`src/rtl/swx_port_pkg.sv`:
```
package swx_port_pkg;
  localparam int ADDR_W  = 6;
  localparam int CHAN_W  = ADDR_W - 1;
  localparam int DATA_W  = 8;
  localparam int STRM_W  = 2;
  localparam int MADDR_W = STRM_W + CHAN_W;

  typedef enum logic [1:0] {HS_IDLE = 2'd0, HS_WAIT = 2'd1, HS_DONE = 2'd2} hs_state_t;

  localparam logic [1:0] SEL_NONE = 2'b00;
  localparam logic [1:0] SEL_DM   = 2'b01;
  localparam logic [1:0] SEL_CML  = 2'b10;

  // bits 5 and 2 of the mode register are not stored
  localparam logic [DATA_W-1:0] MODE_MASK = 8'hDB;

  function automatic logic [1:0] eff_sel(input logic [DATA_W-1:0] mode, input logic is_wr);
    if (mode[7]) return is_wr ? SEL_CML : SEL_DM;
    return mode[4:3];
  endfunction

  function automatic logic sel_legal(input logic [1:0] sel, input logic is_wr);
    return (sel != SEL_NONE) && !(sel == SEL_DM && is_wr);
  endfunction
endpackage

```
`src/rtl/swx_mode_reg.sv`:
```
module swx_mode_reg
  import swx_port_pkg::*;
(
  input  logic              clk,
  input  logic              rst_n,
  input  logic              wr_en,
  input  logic [DATA_W-1:0] wr_val,
  output logic [DATA_W-1:0] mode
);
  always_ff @(posedge clk or negedge rst_n) begin
    if (!rst_n)     mode <= '0;
    else if (wr_en) mode <= wr_val & MODE_MASK;
  end

  p_mode_update_r4: assert property (@(posedge clk) disable iff (!rst_n)
    wr_en |=> (mode == ($past(wr_val) & MODE_MASK)));
  p_mode_hold_r4: assert property (@(posedge clk) disable iff (!rst_n)
    !wr_en |=> $stable(mode));
endmodule

```
`src/rtl/swx_hs_fsm.sv`:
```
module swx_hs_fsm
  import swx_port_pkg::*;
(
  input  logic clk,
  input  logic rst_n,
  input  logic active,
  input  logic fast,
  input  logic grant,
  output logic req,
  output logic fire,
  output logic fast_wr,
  output logic ack_n
);
  hs_state_t st, st_nx;

  always_comb begin
    st_nx = st;
    case (st)
      HS_IDLE: if (active) st_nx = fast ? HS_DONE : HS_WAIT;
      HS_WAIT: if (!active) st_nx = HS_IDLE;
               else if (grant) st_nx = HS_DONE;
      HS_DONE: if (!active) st_nx = HS_IDLE;
      default: st_nx = HS_IDLE;
    endcase
  end

  always_ff @(posedge clk or negedge rst_n) begin
    if (!rst_n) st <= HS_IDLE;
    else        st <= st_nx;
  end

  assign req     = (st == HS_WAIT);
  assign fire    = (st == HS_WAIT) && active && grant;
  assign fast_wr = (st == HS_IDLE) && active && fast;
  assign ack_n   = (st != HS_DONE);

  p_fast_ack_r6: assert property (@(posedge clk) disable iff (!rst_n)
    fast_wr |=> !ack_n && !req);
  p_release_r8: assert property (@(posedge clk) disable iff (!rst_n)
    !active |=> ack_n && !req);
  p_grant_ack_r7: assert property (@(posedge clk) disable iff (!rst_n)
    fire |=> !ack_n);
  p_one_fire_r8: assert property (@(posedge clk) disable iff (!rst_n)
    fire |=> !fire);
endmodule

```
`src/rtl/swx_host_port.sv`:
```
module swx_host_port
  import swx_port_pkg::*;
(
  input  logic               clk,
  input  logic               rst_n,
  input  logic               cs_n,
  input  logic               dstb,
  input  logic               rd_wr,
  input  logic [ADDR_W-1:0]  addr,
  input  logic [DATA_W-1:0]  wdata,
  output logic [DATA_W-1:0]  rdata,
  output logic               ack_n,
  output logic               glob_msg,
  output logic               mem_req,
  input  logic               mem_grant,
  output logic               mem_rd_stb,
  output logic               mem_wr_stb,
  output logic [1:0]         mem_sel,
  output logic [MADDR_W-1:0] mem_addr,
  output logic [DATA_W-1:0]  mem_wdata,
  input  logic [DATA_W-1:0]  mem_rdata
);
  logic              active, is_wr, to_mode, legal, fire, fast_wr;
  logic [DATA_W-1:0] mode;

  assign active  = !cs_n && dstb;
  assign is_wr   = !rd_wr;
  assign to_mode = !addr[ADDR_W-1];

  swx_mode_reg u_mode (
    .clk(clk), .rst_n(rst_n), .wr_en(fast_wr), .wr_val(wdata), .mode(mode)
  );

  swx_hs_fsm u_hs (
    .clk(clk), .rst_n(rst_n), .active(active), .fast(to_mode && is_wr),
    .grant(mem_grant), .req(mem_req), .fire(fire), .fast_wr(fast_wr), .ack_n(ack_n)
  );

  assign mem_sel    = to_mode ? SEL_NONE : eff_sel(mode, is_wr);
  assign legal      = sel_legal(mem_sel, is_wr);
  assign mem_addr   = {mode[STRM_W-1:0], addr[CHAN_W-1:0]};
  assign mem_wdata  = wdata;
  assign mem_rd_stb = fire && !to_mode && !is_wr && legal;
  assign mem_wr_stb = fire && !to_mode &&  is_wr && legal;
  assign glob_msg   = mode[6];

  always_ff @(posedge clk or negedge rst_n) begin
    if (!rst_n) rdata <= '0;
    else if (fire && !is_wr) begin
      if (to_mode)    rdata <= mode;
      else if (legal) rdata <= mem_rdata;
      else            rdata <= '0;
    end
  end

  p_strobe_granted_r7: assert property (@(posedge clk) disable iff (!rst_n)
    (mem_rd_stb || mem_wr_stb) |-> mem_req && mem_grant);
  p_no_dm_write_r9: assert property (@(posedge clk) disable iff (!rst_n)
    mem_wr_stb |-> mem_sel != SEL_DM);
  p_split_route_r3: assert property (@(posedge clk) disable iff (!rst_n)
    (mode[7] && (mem_rd_stb || mem_wr_stb)) |-> (mem_sel == (mem_wr_stb ? SEL_CML : SEL_DM)));
  p_no_access_quiet_r5: assert property (@(posedge clk) disable iff (!rst_n)
    !active |-> !mem_rd_stb && !mem_wr_stb);
  p_excl_strobe_r7: assert property (@(posedge clk) disable iff (!rst_n)
    !(mem_rd_stb && mem_wr_stb));
endmodule

```
`config.mk`:
```
export PLATFORM = sky130hd
export DESIGN_NAME = swx_host_port
export DESIGN_NICKNAME = d
export VERILOG_FILES = /design/src/rtl/swx_port_pkg.sv /design/src/rtl/swx_mode_reg.sv /design/src/rtl/swx_hs_fsm.sv /design/src/rtl/swx_host_port.sv
export SDC_FILE = /design/constraint.sdc
export NUM_CORES = 1
export LEC_CHECK = 0
export ABC_AREA = 1
export ABC_CLOCK_PERIOD_IN_PS = 3100
export CAP_MARGIN = 20
export CORE_MARGIN = 2
export CORE_UTILIZATION = 25
export DETAILED_ROUTE_END_ITERATION = 12
export DONT_BUFFER_PORTS = 1
export PLACE_DENSITY = 0.4
export SLEW_MARGIN = 10
export SYNTH_ARGS = -nofsm -noshare
export SYNTH_HDL_FRONTEND = slang
export SYNTH_SLANG_ARGS = --single-unit
```
`constraint.sdc`:
```
create_clock -name clk -period 3.1 [get_ports clk]
set_input_delay 0.62 -clock clk [delete_from_list [all_inputs] [get_ports clk]]
set_output_delay 0.62 -clock clk [all_outputs]
set_load 0.02 [all_outputs]
```
==> results.md <==
- Cells after Synth: 122
- Initial DRC Count: 26
- Post-route cell area: between 800 and 900 µm²
- Cts bufs inserted: 3
- WL final: 1980 µm
- Layout Nets: between 100 and 150
- Cell Count Post-Placement: around 150
- Hold WS: slightly above 0.06 ns
- Final Core Density: 0.248
- Worst Tran Pin Value: 0.621 ns
- Crit Path Category: register to primary output
- DIE WIDTH: approximately 65 µm
- CP arrival: approximately 1.6 ns
- Worst setup EP type: primary output
- TritonRoute pass-1 iters: 4
- Syn nets: 150
- Switching part of the total power: 0.354
- Share of cells above drive strength 1: 0.0741
- Fillcell total: 414
- Worst path required time: around 2.5 ns
- Relative slew slack: 0.583
- Clock slew at reported path FFs: approximately 0.06 ns
- DR WL/cell: roughly 13 µm
- Largest net degree at the start of global routing: 17
- Synth Register Bits: 16
- Run status: completed
- Final worst path period share: 0.698
- # Max-Cap Violations: 0
- Setup bufs post-CTS: 0
- Max FO, Critical Path: 4
- Final number of setup-violating endpoints: 0
- Critical path startpoint category: register
- # port buffers: 0
- RSZ-0062 raised after global routing: false
- First-pass GRT wire length: 3290 µm
- Power density cells: about 650 nW/µm²
- RD Place Congestion: 0.684
- Maximum clock frequency: around 460 MHz
- Min-Delay Path Class: input port to async pin
- Grt ovf: 0
- Synth-to-Final Area Change: -2.59%
- Drt via density: 4.30
- R2r endpoint: rdata[7]$_DFFE_PN0P_
- CTS Root Cell: clkbuf_8
- Clock sink total: 16
- # rows: 22
- Initial Utilization: 0.255
- Reg-to-reg startpoint: u_hs.st[1]$_DFFE_PN0P_
- Power Internal: ~370 µW
- CTS tree: built
- Placed Area: 853 µm²
- Hold buffers post-CTS: 0
- Share of power burned in registers: 0.563
- Setup TNS: 0 ns
- Vias in the first global route: 720
- Post-synthesis sequential area ratio: 0.436
- IO Count: just under 60
- Avg Cell Area, Syn: between 7 and 8 µm²
- CTS max path bufs: 2
- Clk_lat worst skew: 0.25 ns
- Total number of yosys warnings: 0
- Die height: 64.6 µm
- R2r setup slk: between 1.5 and 2 ns
- DP Wirelength: 1560 µm
- Total global-route track usage: 0.105
- DRC viols: 0
- Inserted Diodes: 0
- Unique masters post-synth: 15
- Logic pwr share: 0.169
- Post-route ant nets: 0
- Tmin final: between 2 and 2.5 ns
- Sw Pwr: 205 µW
- Non-Filler Instances: 156
- Mapped cell area: approximately 900 µm²
- Hold Vio Cnt, Final: 0
- Die ar.: around 4200 µm²
- DR vias: about 670
- Core box area: roughly 3600 µm²
- CTS H-tree depth: 1
- Initial antenna violation count: 0
- Lkg Pwr: between 0.0004 and 0.0005 µW
- Worst Skew: approximately 0.0019 ns
- Peak VDD IR: between 100 and 150 µV
- Post-CTS sizing: 0
- Worst R2R Path Depth: 7
- Max-slew violation count: 0
- Clock share of power: 0.268
[Yosys cell counts]
library cell / instances / area share
nor3_1: 1 / 0.0054
nand3_4: 1 / 0.019
nand3_1: 6 / 0.033
inv_1: 13 / 0.053
nand2_1: 22 / 0.090
clkinv_2: 1 / 0.0054
nor2_2: 1 / 0.0068
nor2_1: 28 / 0.11
nor3b_2: 1 / 0.014
dfrtp_1: 16 / 0.44
buf_4: 16 / 0.13
nand2_2: 1 / 0.0068
a21oi_1: 13 / 0.071
o2111ai_1: 1 / 0.0095
buf_2: 1 / 0.0054
[placed cells by master (no fill, tap or decap)]
| cell | instances |
|---|---|
| a21oi_1 | 13 |
| clkbuf_8 | 3 |
| clkinv_2 | 1 |
| dfrtp_1 | 16 |
| inv_1 | 13 |
| nand2_1 | 22 |
| nand2_2 | 1 |
| nand3_1 | 6 |
| nand3_4 | 1 |
| nor2_1 | 28 |
| nor2_2 | 1 |
| nor3_1 | 1 |
| nor3b_2 | 1 |
| o2111ai_1 | 1 |
[how the worst max path moves through the flow]
stage	from	slack, ns	to
3_3_place_gp	cs_n	1.02	mem_wr_stb
3_5_place_dp	cs_n	1.01	mem_wr_stb
4_1_cts	u_hs.st[1]$_DFFE_PN0P_	0.91	mem_wr_stb
5_1_grt	u_hs.st[1]$_DFFE_PN0P_	0.79	mem_wr_stb
2_1_floorplan	cs_n	1.07	mem_wr_stb
6_report	u_hs.st[1]$_DFFE_PN0P_	0.93	mem_wr_stb
[registers in the layout (all words and copies together) (netlist names)]
signal,cells
u_mode.mode,6
rdata,8
u_hs.st,2
[logic make-up after synthesis]
group                  synth area share
AO/OA/AOI/OAI                    0.0804
buffers and inverters             0.195
flip-flops                        0.436
AND/OR/NAND/NOR                   0.289
[layout make-up]
type | instances | area (µm²) | share of cell area
inverter | 14 | 53.8 | 0.0601
tap | 48 | 60.1 | 0.0671
clock buffer | 3 | 41.3 | 0.0462
multi-input combinational | 75 | 339 | 0.379
sequential | 16 | 400 | 0.448
[critical path: stages (launching register included)]
cell,delay [ns]
dfrtp_1,0.41
inv_1,0.09
nand2_1,0.07
nor2_2,0.17
nand2_1,0.07
nor3_1,0.49
[through the flow]
stage          total power (µW)  worst slack [ns]
4_1_cts                     589             0.907
2_1_floorplan               441              1.07
3_3_place_gp                430              1.02
3_5_place_dp                431              1.01
5_1_grt                     620             0.792
6_report                    579             0.935
[routing by layer]
| metal | share of wire | track usage | vias up |
|---|---|---|---|
| met4 | 0.019 | 0.0479 | 0 |
| met5 | 0 | 0 | - |
| li1 | - | - | 337 |
| met2 | 0.47 | 0.176 | 27 |
| met3 | 0.072 | 0.0365 | 5 |
| met1 | 0.44 | 0.119 | 302 |
[power by group through the flow]
stage               Clock, µW  Sequential, µW  Combinational [µW]
floorplan                   0             314                 127
global placement            0             331                98.8
detailed placement          0             331                99.6
CTS                       161             328                 101
global route              171             332                 117
finish                    155             326                98.0
No activity file was read; power rests on OpenSTA's default activity.
